$ cat src/rtl/wsb_pkg.sv
`timescale 1ns/1ps
package wsb_pkg;
  typedef enum logic [2:0] {
    ST_IDLE, ST_ADDR, ST_FILL, ST_SEND, ST_RESP
  } wsb_state_e;

  localparam logic [1:0] BURST_INCR = 2'b01;
endpackage

$ cat src/rtl/wsb_planner.sv
`timescale 1ns/1ps
// Combinational burst sizing: beats, AWLEN, byte budget and refusal.
module wsb_planner #(
  parameter int CNT_W  = 16,
  parameter int LEN_W  = 8,
  parameter int LANE_W = 3
) (
  input  logic [LANE_W-1:0] addr_lo,
  input  logic [CNT_W-1:0]  bytes,
  input  logic [2:0]        size,
  input  logic [LEN_W-1:0]  max_len,
  output logic              reject,
  output logic [LEN_W-1:0]  len,
  output logic [CNT_W-1:0]  wr_bytes
);
  localparam int EW = CNT_W + 2;

  logic [EW-1:0] one, mask, off, bytes_x, need, ceil_beats, beats, cap;

  always_comb begin
    one        = EW'(1);
    mask       = (one << size) - one;
    off        = EW'(addr_lo) & mask;
    bytes_x    = EW'(bytes);
    need       = (off + bytes_x + mask) >> size;
    ceil_beats = EW'(max_len) + one;
    beats      = (need < ceil_beats) ? need : ceil_beats;
    cap        = (beats << size) - off;
    wr_bytes   = (bytes_x < cap) ? bytes : CNT_W'(cap);
    len        = LEN_W'(beats - one);
    reject     = (bytes == '0) || (size > 3'(LANE_W));
  end
endmodule

$ cat src/rtl/wsb_packer.sv
`timescale 1ns/1ps
// Per-lane data/strobe registers filled one byte at a time.
module wsb_packer #(
  parameter int DATA_W = 64,
  parameter int STRB_W = DATA_W / 8,
  parameter int LANE_W = $clog2(STRB_W)
) (
  input  logic              clk,
  input  logic              rst,
  input  logic              clear,
  input  logic              load,
  input  logic [LANE_W-1:0] lane,
  input  logic [7:0]        byte_in,
  output logic [DATA_W-1:0] data_out,
  output logic [STRB_W-1:0] strb_out
);
  for (genvar g = 0; g < STRB_W; g++) begin : g_lane
    always_ff @(posedge clk) begin
      if (rst || clear) begin
        data_out[g*8 +: 8] <= 8'h00;
        strb_out[g]        <= 1'b0;
      end else if (load && lane == LANE_W'(g)) begin
        data_out[g*8 +: 8] <= byte_in;
        strb_out[g]        <= 1'b1;
      end
    end
  end
endmodule

$ cat src/rtl/wr_strobe_burst.sv
`timescale 1ns/1ps
module wr_strobe_burst
  import wsb_pkg::*;
#(
  parameter int ADDR_W = 32,
  parameter int DATA_W = 64,
  parameter int CNT_W  = 16,
  parameter int LEN_W  = 8,
  localparam int STRB_W = DATA_W / 8,
  localparam int LANE_W = $clog2(STRB_W)
) (
  input  logic              clk,
  input  logic              rst,
  input  logic              req_valid,
  output logic              req_ready,
  input  logic [ADDR_W-1:0] req_addr,
  input  logic [CNT_W-1:0]  req_bytes,
  input  logic [2:0]        req_size,
  input  logic [LEN_W-1:0]  req_max_len,
  input  logic              s_valid,
  output logic              s_ready,
  input  logic [7:0]        s_data,
  output logic              awvalid,
  input  logic              awready,
  output logic [ADDR_W-1:0] awaddr,
  output logic [LEN_W-1:0]  awlen,
  output logic [2:0]        awsize,
  output logic [1:0]        awburst,
  output logic              wvalid,
  input  logic              wready,
  output logic [DATA_W-1:0] wdata,
  output logic [STRB_W-1:0] wstrb,
  output logic              wlast,
  input  logic              bvalid,
  output logic              bready,
  input  logic [1:0]        bresp,
  output logic              done,
  output logic [1:0]        done_resp,
  output logic              done_rejected
);
  wsb_state_e        state;
  logic [ADDR_W-1:0] cur_addr;
  logic [CNT_W-1:0]  left;
  logic [LEN_W-1:0]  beat_idx;
  logic [ADDR_W-1:0] win_mask;
  logic              beat_end, take, w_clear;
  logic              plan_reject;
  logic [LEN_W-1:0]  plan_len;
  logic [CNT_W-1:0]  plan_bytes;

  wsb_planner #(.CNT_W(CNT_W), .LEN_W(LEN_W), .LANE_W(LANE_W)) u_plan (
    .addr_lo (req_addr[LANE_W-1:0]),
    .bytes   (req_bytes),
    .size    (req_size),
    .max_len (req_max_len),
    .reject  (plan_reject),
    .len     (plan_len),
    .wr_bytes(plan_bytes)
  );

  assign req_ready = (state == ST_IDLE);
  assign s_ready   = (state == ST_FILL);
  assign awburst   = BURST_INCR;
  assign take      = s_ready && s_valid;
  assign w_clear   = (state == ST_SEND) && wready;
  assign win_mask  = (ADDR_W'(1) << awsize) - ADDR_W'(1);
  assign beat_end  = ((cur_addr & win_mask) == win_mask) || (left == CNT_W'(1));

  wsb_packer #(.DATA_W(DATA_W), .STRB_W(STRB_W), .LANE_W(LANE_W)) u_pack (
    .clk     (clk),
    .rst     (rst),
    .clear   (w_clear),
    .load    (take),
    .lane    (cur_addr[LANE_W-1:0]),
    .byte_in (s_data),
    .data_out(wdata),
    .strb_out(wstrb)
  );

  always_ff @(posedge clk) begin
    if (rst) begin
      state         <= ST_IDLE;
      cur_addr      <= '0;
      left          <= '0;
      beat_idx      <= '0;
      awvalid       <= 1'b0;
      awaddr        <= '0;
      awlen         <= '0;
      awsize        <= '0;
      wvalid        <= 1'b0;
      wlast         <= 1'b0;
      bready        <= 1'b0;
      done          <= 1'b0;
      done_resp     <= 2'b00;
      done_rejected <= 1'b0;
    end else begin
      done <= 1'b0;
      unique case (state)
        ST_IDLE: if (req_valid) begin
          if (plan_reject) begin
            done          <= 1'b1;
            done_rejected <= 1'b1;
            done_resp     <= 2'b00;
          end else begin
            awvalid  <= 1'b1;
            awaddr   <= req_addr;
            awlen    <= plan_len;
            awsize   <= req_size;
            cur_addr <= req_addr;
            left     <= plan_bytes;
            beat_idx <= '0;
            state    <= ST_ADDR;
          end
        end
        ST_ADDR: if (awready) begin
          awvalid <= 1'b0;
          state   <= ST_FILL;
        end
        ST_FILL: if (s_valid) begin
          cur_addr <= cur_addr + ADDR_W'(1);
          left     <= left - CNT_W'(1);
          if (beat_end) begin
            wvalid <= 1'b1;
            wlast  <= (beat_idx == awlen);
            state  <= ST_SEND;
          end
        end
        ST_SEND: if (wready) begin
          wvalid <= 1'b0;
          wlast  <= 1'b0;
          if (wlast) begin
            bready <= 1'b1;
            state  <= ST_RESP;
          end else begin
            beat_idx <= beat_idx + LEN_W'(1);
            state    <= ST_FILL;
          end
        end
        ST_RESP: if (bvalid) begin
          bready        <= 1'b0;
          done          <= 1'b1;
          done_resp     <= bresp;
          done_rejected <= 1'b0;
          state         <= ST_IDLE;
        end
        default: state <= ST_IDLE;
      endcase
    end
  end


  aw_hold_chk: assert property (@(posedge clk) disable iff (rst)
    awvalid && !awready |=> awvalid && $stable(awaddr) && $stable(awlen) && $stable(awsize));

  w_hold_chk: assert property (@(posedge clk) disable iff (rst)
    wvalid && !wready |=> wvalid && $stable(wdata) && $stable(wstrb) && $stable(wlast));

  strb_window_chk: assert property (@(posedge clk) disable iff (rst)
    wvalid |-> (wstrb != '0) && ($countones(wstrb) <= (32'd1 << awsize)));

  last_budget_chk: assert property (@(posedge clk) disable iff (rst)
    wvalid |-> (wlast == (left == '0)));

  stream_excl_chk: assert property (@(posedge clk) disable iff (rst)
    !(s_ready && (wvalid || awvalid || bready)));

  bready_after_last_chk: assert property (@(posedge clk) disable iff (rst)
    $rose(bready) |-> $past(wvalid && wready && wlast));

  reject_quiet_chk: assert property (@(posedge clk) disable iff (rst)
    done && done_rejected |-> !awvalid && !wvalid && !bready);
endmodule

$ cat config.mk
export PLATFORM = sky130hd
export DESIGN_NAME = wr_strobe_burst
export DESIGN_NICKNAME = d
export VERILOG_FILES = /design/src/rtl/wsb_pkg.sv /design/src/rtl/wsb_planner.sv /design/src/rtl/wsb_packer.sv /design/src/rtl/wr_strobe_burst.sv
export SDC_FILE = /design/constraint.sdc
export NUM_CORES = 1
export LEC_CHECK = 0
export BUFFER_PORTS_ARGS = -buffer_cell sky130_fd_sc_hd__buf_2
export CAP_MARGIN = 25
export CORE_AREA = 4 4 159 161
export CTS_CLUSTER_DIAMETER = 80
export CTS_CLUSTER_SIZE = 40
export DETAILED_ROUTE_END_ITERATION = 8
export DIE_AREA = 0 0 163 165
export PLACE_DENSITY = 0.75
export REMOVE_ABC_BUFFERS = 1
export SYNTH_ARGS = -nofsm -noshare
export SYNTH_HDL_FRONTEND = slang
export SYNTH_HIERARCHICAL = 1
export SYNTH_SLANG_ARGS = --single-unit
$ cat constraint.sdc
create_clock -name clk -period 18.7 [get_ports clk]
set_input_delay 0.935 -clock clk [delete_from_list [all_inputs] [get_ports clk]]
set_output_delay 0.935 -clock clk [all_outputs]
set_load 0.005 [all_outputs]
# Yosys cells after proc, flatten, opt, wreduce, memory -nomap -nowiden
# Index checks and enable logic that the tools add are counted.
dict set report word_totals {
  in_bits 76
  ff_bits 182
  wordCells 154
  output_inout_bits 127
}
dict set report op_classes {
  shifts 4
  add_sub_neg 10
  order_cmp 3
  bitwise 3
  n_eq_ne 24
  n_reduce_logical 30
  n_mux 50
}
# cell n
set ops {}
lappend ops {{$mux W32} 3}
lappend ops {{$mux W16} 4}
lappend ops {{$pmux W32 S2} 1}
lappend ops {{$add A32 B1 Y32 const B} 1}
lappend ops {{$and A32 B32 Y32} 1}
lappend ops {{$eq A32 B32 Y1} 1}
lappend ops {{$mux W8} 4}
lappend ops {{$pmux W16 S2} 1}
lappend ops {{$shl A1 B3 Y32 const A} 1}
lappend ops {{$sub A32 B2 Y32 const B} 1}
lappend ops {{$mux W3} 8}
lappend ops {{$reduce_and A4 Y1} 5}
lappend ops {{$add A18 B16 Y18} 1}
lappend ops {{$add A18 B18 Y18} 1}
lappend ops {{$and A3 B18 Y18} 1}
lappend ops {{$lt A16 B18 Y1} 1}
lappend ops {{$lt A18 B18 Y1} 1}
lappend ops {{$mux W18} 1}
lappend ops {{$shl A1 B3 Y18 const A} 1}
lappend ops {{$shl A18 B3 Y18} 1}
lappend ops {{$shr A18 B3 Y18} 1}
lappend ops {{$sub A18 B1 Y18 const B} 1}
lappend ops {{$sub A18 B18 Y18} 1}
lappend ops {{$eq A16 B1 Y1 const B} 1}
lappend ops {{26 further kinds} 81}

# Logic depth before layout (Yosys ltp)
dict set report logic_depth {
  ltp_word 15
  depth_mapped 60
  mapped_depth_nobuf 53
}

# Hierarchy
# The synthesis kept the hierarchy.
# module seq_area_each_um2 area_each_um2 instances cells_each
set by_module_without_submodules {}
lappend by_module_without_submodules {wr_strobe_burst 2202.1 5661.7 1 747}
lappend by_module_without_submodules {wsb_planner 0.0 4187.8 1 583}
lappend by_module_without_submodules {wsb_packer 1441.4 3067.9 1 271}

# Worst setup path before layout
# No wires, ideal clock.
dict set report synth_timing {
  path_type {input to register}
  startpoint {input port req_size[0]}
  endpoint {register left[8]}
  t_required_ns 18.572
  t_arrival_ns 11.827
  path_stages 58
  path_slack_ns 6.745
  path_cell_list {inv_1 -> clkbuf_1 -> clkbuf_1 -> buf_1 -> nand3_1 -> ha_1 -> clkbuf_1 -> xnor2_1 -> nand2b_1 -> fa_1 -> inv_1 -> ha_1 -> a211oi_1 -> or4_4 -> a21oi_1 -> nor3_1 -> a221oi_1 -> nor2_1 -> (+22 left out) -> xor2_1 -> ha_1 -> a21o_1 -> a21o_1 -> a21oi_1 -> o21ai_0 -> a21o_1 -> a21o_1 -> a21oi_1 -> nor2b_1 -> o21a_1 -> o21a_1 -> o2bb2ai_4 -> buf_6 -> mux2i_1 -> a22oi_1 -> a2bb2oi_1 -> nor2_1}
}
dict set report synth_between {
  elab_chain_cells 15
}
# element line
set synth_rtl {}
lappend synth_rtl {{start: declaration} wr_strobe_burst.sv:18} ;# input logic [2:0] req_size,
lappend synth_rtl {{$shl A1 B3 Y18} wsb_planner.sv:22} ;# mask = (one << size) - one;
lappend synth_rtl {{$sub A18 B1 Y18} wsb_planner.sv:22}
lappend synth_rtl {{$and A3 B18 Y18} wsb_planner.sv:23} ;# off = EW'(addr_lo) & mask;
lappend synth_rtl {{$add A18 B16 Y18} wsb_planner.sv:25} ;# need = (off + bytes_x + mask) >> size;
lappend synth_rtl {{$add A18 B18 Y18} wsb_planner.sv:25}
lappend synth_rtl {{$shr A18 B3 Y18} wsb_planner.sv:25}
lappend synth_rtl {{$lt A18 B18 Y1} wsb_planner.sv:27} ;# beats = (need < ceil_beats) ? need : ceil_beats;
lappend synth_rtl {{$mux W18} wsb_planner.sv:27}
lappend synth_rtl {{$shl A18 B3 Y18} wsb_planner.sv:28} ;# cap = (beats << size) - off;
lappend synth_rtl {{$sub A18 B18 Y18 (*)} wsb_planner.sv:28}
lappend synth_rtl {{$lt A16 B18 Y1} wsb_planner.sv:29} ;# wr_bytes = (bytes_x < cap) ? bytes : CNT_W'(cap);
lappend synth_rtl {{$mux W16 (*)} wsb_planner.sv:29}
lappend synth_rtl {{named net plan_bytes[8]} wr_strobe_burst.sv:49} ;# logic [CNT_W-1:0] plan_bytes;
lappend synth_rtl {{$mux W16 (*)} wr_strobe_burst.sv:100} ;# if (plan_reject) begin
lappend synth_rtl {{$mux W16 (*)} wr_strobe_burst.sv:99} ;# ST_IDLE: if (req_valid) begin
lappend synth_rtl {{$pmux W16 S2 (*)} wr_strobe_burst.sv:98} ;# unique case (state)
lappend synth_rtl {{end signal: assignment} wr_strobe_burst.sv:110} ;# left <= plan_bytes;
lappend synth_rtl {{end signal: assignment} wr_strobe_burst.sv:121} ;# left <= left - CNT_W'(1);
lappend synth_rtl {{end: declaration} wr_strobe_burst.sv:43} ;# logic [CNT_W-1:0] left;
# Mark *: on every way through the listed nets, which the timed path passes. The rest lies on a longest branch. The select of a mux whose other input is x is not followed.
# A chain may end at the register's enable or synchronous reset.

# Worst setup path after layout
dict set report layout_timing {
  startpoint {input port req_size[1]}
  endpoint {register left[10]}
}
# Same word-level chain as after synthesis.

==> impl_metrics.toml <==
[global_routing]
antenna_found_initial = 3
grt_pass1_vias = 11560
overflow = 0
pin_count_of_the_biggest_net_entering_global_routing = 98
grtUsageTotal = 0.2703
grt_pass1_wl_um = 59640

[critical_path]
setup.worst_path.start = "req_size[1]"
cp-end-kind = "flop"
timing.critical_path.mode_cell = "a21o_1"
critical_path.max_stage_delay_ns = 0.77
worst-path-max-fanout = 27
r2r_cells = 7
setup.worst_path.start_class = "input pin"
path_depth = 53
worst-path-buf-inv = 6
crit_family = "compound AO/OA/AOI/OAI gates"
critical_path.slowest_cell = "clkinv_1"
worstSetupPathType = "in2reg"
timing.critical_path.required_ns = 19.07
worstPathArrival_ns = 13.17
timing.rr.start = "state[0]"

[cells_and_area]
layout-area-overhead-vs-synth_pct = 12.36
final_layout_size_suffix_gt1_frac = 0.1832
sequential_cell_area_mm2 = 0.003643
num-fill-cells = 2162
design.final.nets = 1858
multi_input_area_mm2 = 0.008506
most-common-layout-cells = "201 x buf_2, 188 x nand2_1, 182 x dfxtp_1"
layout_commonest_cell = "buf_2"

[drt]
routed_length_on_met2_um = 18030
first_iter_violations = 1454
viasPerCell = 6.117
drc = 0
m1WireLength_um = 16500
detail-route-antenna-nets = 0
vias = 12550
wl_per_cell_um = 18.61
met3_wirelength_from_detailed_routing_um = 2340
highest-signal-layer = "met4"
firstDrtPassIters = 6
finalWirelength_um = 38180

[synthesis]
dominant_combinational_cell_family_by_area_after_synthesis = "simple AND/OR/NAND/NOR gates"
post_synth_instance_area_mm2 = 0.01292
synth_flop_cell = "dfxtp_1"
synth-async-reset-ratio = 0
synth_cell_types = 95
synth-compound-area-share = 0.2071
sequential_area_share_after_synthesis = 0.2821
portion_of_netlist_area_occupied_by_mux_cells = 0.09890
syn_inst_count = 1601
synthXorXnorAreaFrac = 0.03187
syn-mean-instance-area_um2 = 8.068
synth_warnings = 6
yosys_register_bits = 182
synth-edff-count = 0
post_synth_fa_ha_maj_area_fraction = 0.07071
synthSimpleGateAreaFrac = 0.2472

[clock_network]
cts-root-buf = "clkbuf_16"
cts_num_sinks = 182
cts.reportedPaths.clkPinSlew_ns = 0.07
cts_htree_levels = 4
cts-buffers-inserted = 17
tritoncts_clock_tree = "yes"
clock_path_buffers = 2
postCtsResizedCells = 0
cts_hold_buf = 0
clock_insertion_delay_worst_skew_ns = 0.44
cts_setup_buffers = 0

[die]
initial_core_utilization = 0.5391
die_h_um = 165
core_mm2 = 0.02396
top_level_ports = 203
core.rowCount = 57
floorplan.die_area_mm2 = 0.02690
die_width_um = 163

[hold_path]
hold_path_depth = 2
hold_class = "reg2reg"
min-delay-start = "awaddr[8]"

[sta]
max_freq_mhz = 78.12
grt_setup_unrepaired = "false"
worst_slew_margin_rel = 0.2660
timing_max_transition_violations_final = 0
worst_slack_ns = 5.900
finalSetupViolCount = 0
finClkSkew_ns = 0.01326
final-hold-violation-count = 0
finalCriticalPeriod_ns = 12.80
tns_ns = 0
fin_hold_ws_ns = 0.4528
layout_worst_path_cycle_share = 0.6845
worst_slew_pin_slew_ns = 1.093

[power_and_ir_drop]
power_per_cell_area_mw_per_mm2 = 79.37
vdd_ir_drop_max_mv = 0.05684
power.static_leakage_uw = 0.006459
report.power.total_uw = 1152

[placed_design]
hpwlAfterDp_um = 28000
place_ws_ns = 4.933
io_buffer_count = 200
place.gp.congestion = 0.9750

[run_status]
outcome = "completed"

[run]
drv.max_cap_violation_count = 0
-- per-layer routing --
metal | vias up | track usage
li1 | 6045 | -
met1 | 5948 | 0.3635
met2 | 470 | 0.4432
met3 | 90 | 0.03294
met4 | 0 | 0.1083
met5 | - | 0
-- path summary, 6_finish.rpt --
check | endpoint | slack (ns)
max | left[10] | 5.90
max reg2reg | u_pack/data_out[61] | 15.38
min reg2reg | awaddr[8] | 0.45
min | awaddr[8] | 0.45
-- synthesized netlist by cell type (18+ instances only) --
master    count  area (um^2)
dfxtp_1     182         3643
xnor2_1      28        245.2
and2_1       19        118.9
o21ai_0      75        375.4
nor2_1       92        345.3
nor3_1       33        165.2
nand4_1      18        112.6
or3b_2       37        324.1
clkbuf_1     93        349.1
nand3_1      43        215.2
xor2_1       19        166.4
mux2i_1     106         1061
or3_1        21        131.4
a21oi_1     112        560.5
or3b_1       38        332.8
o21a_1       21        157.7
ha_1         65        813.3
inv_1        70        262.8
a211oi_1     21        157.7
nand2_1     188        705.7
-- through the flow --
| step | cell area [um^2] | util | instances |
|---|---|---|---|
| global route | 14510 | 0.6057 | 2052 |
| detailed placement | 13910 | 0.5806 | 2016 |
| finish | 14510 | 0.6057 | 2052 |
| CTS | 14500 | 0.6052 | 2048 |
| global placement | 13910 | 0.5804 | 2015 |
| floorplan | 12410 | - | 1481 |
-- state kept, by name, indices dropped and copies added (netlist names) --
| signal | count |
|---|---|
| u_pack/data_out | 64 |
| done | 1 |
| left | 16 |
| state | 3 |
| u_pack/strb_out | 8 |
| awvalid | 1 |
| wvalid | 1 |
| done_rejected | 1 |
| cur_addr | 32 |
| awsize | 3 |
| awlen | 8 |
| bready | 1 |
| wlast | 1 |
| beat_idx | 8 |
| awaddr | 32 |
| done_resp | 2 |
-- final cells by class --
type / instances / area share
Antenna cell: 3 / 0.0005172
Tap cell: 324 / 0.02793
Timing Repair Buffer: 212 / 0.07500
Multi-Input combinational cell: 1226 / 0.5860
Sequential cell: 182 / 0.2510
Clock buffer: 19 / 0.02983
Clock inverter: 13 / 0.01078
Inverter: 73 / 0.01888
-- power breakdown --
group	total [uW]	leakage (uW)	internal, uW	switching (uW)
Combinational	361	0.00470	142	219
Clock	365	0.000284	191	174
Sequential	426	0.00148	405	21.1
Total	1150	0.00646	738	414
-- worst reg2reg max path, stage by stage, from the launching register on --
cell	delay [ns]
dfxtp_1	0.47
or3b_2	0.50
buf_4	0.34
clkinv_1	0.19
nand2_1	0.23
inv_1	0.40
nand4_1	0.73
mux2i_1	0.38
-- cell families after synthesis --
group / count (synthesis)
and+or+nand+nor: 586
AOI/OAI and AO/OA: 400
buffers and inverters: 195
DFF: 182
muxes: 118
adders and majority gates: 70
xor gates and xnor gates: 47
other: 3
(Power assumes the default switching activity.)
